<file path="config.mk">
export PLATFORM = sky130hd
export DESIGN_NAME = photon_sampler_top
export DESIGN_NICKNAME = d
export VERILOG_FILES = /design/src/rtl/psp_pkg.sv /design/src/rtl/psp_sync.sv /design/src/rtl/psp_window.sv /design/src/rtl/psp_ctrl.sv /design/src/rtl/psp_packer.sv /design/src/rtl/photon_sampler_top.sv
export SDC_FILE = /design/constraint.sdc
export NUM_CORES = 1
export LEC_CHECK = 0
export BUFFER_PORTS_ARGS = -buffer_cell sky130_fd_sc_hd__buf_2
export CAP_MARGIN = 40
export CORE_ASPECT_RATIO = 1.25
export CORE_MARGIN = 5
export CORE_UTILIZATION = 52
export CTS_CLUSTER_SIZE = 10
export DETAILED_ROUTE_END_ITERATION = 10
export MAX_ROUTING_LAYER = met4
export PLACE_DENSITY_LB_ADDON = 0.08
export REMOVE_ABC_BUFFERS = 1
export SETUP_SLACK_MARGIN = 0.3
export SLEW_MARGIN = 10
export SYNTH_ARGS = -nofsm -noshare
export SYNTH_HDL_FRONTEND = slang
export SYNTH_HIERARCHICAL = 1
export SYNTH_SLANG_ARGS = --single-unit
</file>
<file path="constraint.sdc">
create_clock -name clk -period 2.22 [get_ports clk]
set_input_delay 0 -clock clk [delete_from_list [all_inputs] [get_ports clk]]
set_output_delay 0 -clock clk [all_outputs]
set_load 0.1 [all_outputs]
</file>
<file path="src/rtl/psp_pkg.sv">
package psp_pkg;
  // one sampling-window result: vld marks a usable window, val is the bit
  typedef struct packed {
    logic vld;
    logic val;
  } smp_t;

  localparam int unsigned N_LINES = 3;
  localparam int unsigned LINE_A  = 0;
  localparam int unsigned LINE_B  = 1;
  localparam int unsigned LINE_T  = 2;
endpackage

</file>
<file path="src/rtl/psp_sync.sv">
module psp_sync #(
  parameter int unsigned STAGES = 2
) (
  input  logic clk,
  input  logic rst,
  input  logic async_in,
  output logic rise
);
  logic [STAGES-1:0] chain;
  logic              last_q;

  always_ff @(posedge clk) begin
    if (rst) begin
      chain  <= '0;
      last_q <= 1'b0;
    end else begin
      chain  <= {chain[STAGES-2:0], async_in};
      last_q <= chain[STAGES-1];
    end
  end

  // single-cycle pulse per rising edge of the synchronized level
  assign rise = chain[STAGES-1] & ~last_q;
endmodule

</file>
<file path="src/rtl/psp_window.sv">
module psp_window
  import psp_pkg::*;
#(
  parameter int unsigned WIN = 8
) (
  input  logic clk,
  input  logic rst,
  input  logic active,
  input  logic hit_a,
  input  logic hit_b,
  output smp_t smp
);
  localparam int unsigned CW = (WIN > 1) ? $clog2(WIN) : 1;

  logic [CW-1:0] wcnt;
  logic          seen_a, seen_b;
  logic          any_a, any_b, last;

  always_comb begin
    any_a = seen_a | hit_a;
    any_b = seen_b | hit_b;
    last  = (wcnt == CW'(WIN - 1));
  end

  always_ff @(posedge clk) begin
    if (rst || !active) begin
      wcnt    <= '0;
      seen_a  <= 1'b0;
      seen_b  <= 1'b0;
      smp.vld <= 1'b0;
      smp.val <= 1'b0;
    end else if (last) begin
      wcnt    <= '0;
      seen_a  <= 1'b0;
      seen_b  <= 1'b0;
      smp.vld <= any_a ^ any_b;
      smp.val <= any_b;
    end else begin
      wcnt    <= wcnt + 1'b1;
      seen_a  <= any_a;
      seen_b  <= any_b;
      smp.vld <= 1'b0;
    end
  end
endmodule

</file>
<file path="src/rtl/psp_ctrl.sv">
module psp_ctrl
  import psp_pkg::*;
#(
  parameter int unsigned BURST = 64
) (
  input  logic clk,
  input  logic rst,
  input  logic trig_mode,
  input  logic cap_en,
  input  logic trig_hit,
  input  smp_t smp,
  output logic active,
  output logic stop,
  output logic aux
);
  localparam int unsigned BW = $clog2(BURST + 1);

  logic [BW-1:0] nbits;
  logic          pend;

  always_ff @(posedge clk) begin
    if (rst) begin
      active <= 1'b0;
      stop   <= 1'b0;
      aux    <= 1'b0;
      pend   <= 1'b0;
      nbits  <= '0;
    end else begin
      stop <= 1'b0;
      if (!trig_mode) begin
        active <= cap_en;
        stop   <= active & ~cap_en;
        pend   <= 1'b0;
      end else if (!active) begin
        if (trig_hit) begin
          active <= 1'b1;
          nbits  <= '0;
          pend   <= 1'b1;
        end
      end else if (smp.vld) begin
        if (pend) begin
          aux  <= smp.val;
          pend <= 1'b0;
        end
        if (nbits == BW'(BURST - 1)) begin
          active <= 1'b0;
          stop   <= 1'b1;
        end else begin
          nbits <= nbits + 1'b1;
        end
      end
    end
  end
endmodule

</file>
<file path="src/rtl/psp_packer.sv">
module psp_packer
  import psp_pkg::*;
#(
  parameter int unsigned WORD_W = 32,
  parameter int unsigned DEPTH  = 1024
) (
  input  logic                         clk,
  input  logic                         rst,
  input  smp_t                         smp,
  input  logic                         flush,
  output logic                         wr_en,
  output logic [$clog2(DEPTH)-1:0]     wr_addr,
  output logic [WORD_W-1:0]            wr_data,
  output logic [$clog2(WORD_W+1)-1:0]  wr_cnt,
  output logic                         irq,
  output logic                         irq_end
);
  localparam int unsigned AW   = $clog2(DEPTH);
  localparam int unsigned CW   = $clog2(WORD_W + 1);
  localparam int unsigned IW   = $clog2(WORD_W);
  localparam int unsigned HALF = DEPTH / 2;

  logic [WORD_W-1:0] shreg, nxt_word;
  logic [CW-1:0]     fill, nxt_fill;
  logic [AW-1:0]     waddr;
  logic              emit;

  always_comb begin
    nxt_word = shreg;
    nxt_fill = fill;
    if (smp.vld) begin
      nxt_word[fill[IW-1:0]] = smp.val;
      nxt_fill               = fill + 1'b1;
    end
    emit = (nxt_fill == CW'(WORD_W)) || (flush && (nxt_fill != '0));
  end

  always_ff @(posedge clk) begin
    if (rst) begin
      shreg   <= '0;
      fill    <= '0;
      waddr   <= '0;
      wr_en   <= 1'b0;
      wr_addr <= '0;
      wr_data <= '0;
      wr_cnt  <= '0;
      irq     <= 1'b0;
      irq_end <= 1'b0;
    end else begin
      wr_en <= emit;
      if (emit) begin
        wr_data <= nxt_word;
        wr_cnt  <= nxt_fill;
        wr_addr <= waddr;
        irq     <= (waddr == AW'(HALF - 1)) || (waddr == AW'(DEPTH - 1));
        irq_end <= (waddr == AW'(DEPTH - 1));
        waddr   <= (waddr == AW'(DEPTH - 1)) ? '0 : waddr + 1'b1;
        shreg   <= '0;
        fill    <= '0;
      end else begin
        shreg   <= nxt_word;
        fill    <= nxt_fill;
        irq     <= 1'b0;
        irq_end <= 1'b0;
      end
    end
  end
endmodule

</file>
<file path="src/rtl/photon_sampler_top.sv">
module photon_sampler_top
  import psp_pkg::*;
#(
  parameter int unsigned WORD_W      = 32,
  parameter int unsigned DEPTH       = 1024,
  parameter int unsigned WIN         = 8,
  parameter int unsigned BURST       = 64,
  parameter int unsigned SYNC_STAGES = 2
) (
  input  logic                         clk,
  input  logic                         rst,
  input  logic                         det_a,
  input  logic                         det_b,
  input  logic                         trig_in,
  input  logic                         trig_mode,
  input  logic                         cap_en,
  output logic                         wr_en,
  output logic [$clog2(DEPTH)-1:0]     wr_addr,
  output logic [WORD_W-1:0]            wr_data,
  output logic [$clog2(WORD_W+1)-1:0]  wr_cnt,
  output logic                         irq,
  output logic                         irq_end,
  output logic                         aux_out
);
  logic [N_LINES-1:0] raw_lines, hit_lines;
  logic               active_w, stop_w, trig_hit_w;
  smp_t               smp_w;

  assign raw_lines[LINE_A] = det_a;
  assign raw_lines[LINE_B] = det_b;
  assign raw_lines[LINE_T] = trig_in;

  for (genvar i = 0; i < N_LINES; i++) begin : g_sync
    psp_sync #(.STAGES(SYNC_STAGES)) u_sync (
      .clk      (clk),
      .rst      (rst),
      .async_in (raw_lines[i]),
      .rise     (hit_lines[i])
    );
  end

  assign trig_hit_w = hit_lines[LINE_T];

  psp_window #(.WIN(WIN)) u_window (
    .clk    (clk),
    .rst    (rst),
    .active (active_w),
    .hit_a  (hit_lines[LINE_A]),
    .hit_b  (hit_lines[LINE_B]),
    .smp    (smp_w)
  );

  psp_ctrl #(.BURST(BURST)) u_ctrl (
    .clk       (clk),
    .rst       (rst),
    .trig_mode (trig_mode),
    .cap_en    (cap_en),
    .trig_hit  (trig_hit_w),
    .smp       (smp_w),
    .active    (active_w),
    .stop      (stop_w),
    .aux       (aux_out)
  );

  psp_packer #(.WORD_W(WORD_W), .DEPTH(DEPTH)) u_packer (
    .clk     (clk),
    .rst     (rst),
    .smp     (smp_w),
    .flush   (stop_w),
    .wr_en   (wr_en),
    .wr_addr (wr_addr),
    .wr_data (wr_data),
    .wr_cnt  (wr_cnt),
    .irq     (irq),
    .irq_end (irq_end)
  );
endmodule

</file>
==> qor.yml <==
clocking:
  cts.clk_slew.worst_paths_ns: 0.05
  cts_buffers: 17
  cts_sinks: 126
  cts_root_buf: "clkbuf_16"
  htreeDepth: 4
  cts_tree: "yes"
  clk_latency_ns: 0.41
  clock_path_buffers: 2
worst_setup_path:
  crit_required_ns: 2.55
  worst-path-max-fanout: 7
  end_kind: "register"
  worstPathArrival_ns: 2.57
  setup.worst_path.start_class: "register"
  crit_type: "register to register"
detailed_routing:
  vias_per_cell: 5.400
  ant_nets: 0
  drt_first_pass_iters: 4
  wirelength_um: 12120
  routed_wire_length_per_instance_um: 15.70
  route.detailed.drc: 0
  vias: 4169
  drt_iter0_markers: 189
logic_synthesis:
  yosysUniqueCellTypes: 50
  post-synth-top-area-cell: "dfxtp_1"
  synth.avg_cell_area_um2: 9.242
  netlist_area_um2: 5065
  ys.warnings.count: 6
  synth_area_leaders: "dfxtp_1 (50%), nor2_1 (8.8%), mux2i_1 (6.7%)"
  ys_seq_elements: 126
  synth_top_area_frac: 0.4980
  ys_seq_area_frac: 0.4980
  synth_async_sr_flop_share: 0
  synth-main-ff-cell: "dfxtp_1"
  synth-edff-count: 0
  synthesis.instances: 548
power_and_ir_drop:
  irDropWorstVdd_v: 0.0007842
  power_leakage_nw: 2.559
  power.density_nw_per_um2: 756.5
timing:
  rsz0062_at_grt: "yes"
  tns_ns: -0.03869
  finClkSkew_ns: 0.004816
  hold_viol: 0
  worst_pin_slew_ns: 0.7422
  fin_crit_ns: 2.237
  fmax_ghz: 0.4471
  relSlewSlack: 0.5052
  final-setup-viol-count: 4
  setup_ws_ns: -0.01673
  final_max_slew_viol_count: 0
  fin_crit_sh: 1.008
final_layout:
  area_growth_pct: 34.09
  final_cell_mix: "dfxtp_1 (122), nor2_1 (98), buf_2 (58)"
  nets: 651
  layout-drive-gt1-share: 0.3142
  layout_commonest_cell: "dfxtp_1"
  num-fill-cells: 734
  final_area_um2: 6792
  antenna_cells: 0
floorplan:
  start_util: 0.5298
  design.die.area_um2: 11830
  rows: 40
  die_x_um: 98.27
  core-area_um2: 9559
  fp.dieH_um: 120.3
  io_pins: 59
global_routing:
  track_usage: 0.2048
  grt_pass1_vias: 4152
  grt_pass1_wl_um: 19310
  grt.overflow.total: 0
  grt_max_degree: 39
  antenna_found_initial: 0
job:
  drv_cap: 0
placed_design:
  dpl-instance-area_um2: 5478
  pre_cts_slack_ns: -0.07746
  gp_congestion: 0.8088
  dpl.hpwl_um: 6868
  portBuffers: 58
run_status:
  violations: "negative setup slack"
  status: "finished, violations left"
min_path:
  hold_path.class: "primary input to register"
sequential cells by signal (all words and copies together), names as in the netlist, 2 cells and up:
signal / cells
u_window/wcnt: 3
g_sync.u_sync/last_q: 3
u_window/smp: 2
u_packer/wr_data: 32
u_packer/waddr: 10
u_packer/wr_cnt: 6
u_packer/fill: 6
u_ctrl/nbits: 7
g_sync.u_sync/chain: 6
u_packer/shreg: 32
u_packer/wr_addr: 10
Yosys cell counts (all sizes together), types with 3 or more instances:
master	count
xor2	5
or3	6
nand2b	5
a211oi	40
ha	9
nand4	6
nor2	120
o21ai	15
and2	3
buf	22
nand3	13
nand3b	6
dfxtp	126
mux2i	34
nand2	40
and3	4
inv	5
clkbuf	14
a21oi	27
nor2b	16
nor3	6
path summary, 6_finish.rpt:
path / from / to / slack [ns] / depth (start not counted)
setup / recovery: u_packer/fill[1] / u_packer/waddr[0] / -0.02 / 12
hold / removal: rst / g_sync[0].u_sync/chain[1] / 0.14 / 2
setup reg to reg: u_packer/fill[1] / u_packer/waddr[0] / -0.02 / 12
hold reg to reg: u_window/wcnt[0] / u_window/wcnt[0] / 0.43 / 1
cell families after synthesis:
group,share of synthesized area
DFF,0.4980
and+or+nand+nor,0.2268
adders and majority gates,0.02223
AOI/OAI and AO/OA,0.1208
xor gates and xnor gates,0.01210
muxes,0.07312
buffers and inverters,0.04694
power by group:
| group | switching, mW | internal, mW |
|---|---|---|
| clock | 0.936 | 1.81 |
| sequential | 0.00719 | 2.27 |
| combinational | 0.0684 | 0.0501 |
| total | 1.01 | 4.13 |
worst max-delay path, stage by stage, from the launching register on:
cell and delay [ns]:
dfxtp_2 0.35, buf_6 0.12, buf_6 0.10, nand4_1 0.17, xor2_2 0.24, o311a_4 0.23
buf_6 0.10, mux2i_4 0.26, buf_6 0.16, buf_12 0.11, buf_16 0.11, nand2_1 0.07
a21oi_2 0.13
area by class of cell:
cell class                 count  area (um^2)  area share
sequential                   126         2532      0.3729
timing repair buffer         104        887.1      0.1306
clock buffer                  23        467.9     0.06890
multi-input combinational    381         2613      0.3847
inverter                       5        21.27    0.003132
clock inverter                 7        112.6     0.01658
tap                          126        157.7     0.02321
stage by stage:
step / cells / utilization / hold WS [ns] / power, mW
floorplan: 512 / - / 0.06907 / 2.360
global placement: 715 / 0.5730 / 0.2065 / 2.408
detailed placement: 715 / 0.5730 / 0.2161 / 2.411
CTS: 765 / 0.6826 / 0.1249 / 5.152
global route: 772 / 0.7105 / 0.1654 / 5.293
finish: 772 / 0.7105 / 0.1398 / 5.138
metal layers:
layer / wire, um / GRT usage / part of all wire / up-vias
li1: - / - / - / 2057
met1: 5179 / 0.2273 / 0.43 / 2012
met2: 6359 / 0.3573 / 0.52 / 88
met3: 470 / 0.05020 / 0.039 / 12
met4: 110 / 0.07515 / 0.0091 / 0
met5: 0 / - / 0 / -
timing repair:
item	in CTS	in global routing
resized for setup	53	45
cloned	5	3
setup endpoints to repair	99	99
endpoints found under the hold margin	7	0
buffers inserted	9	4
pin swaps	21	22
hold buffers	6	0
Power figures use the tool's default switching activity.
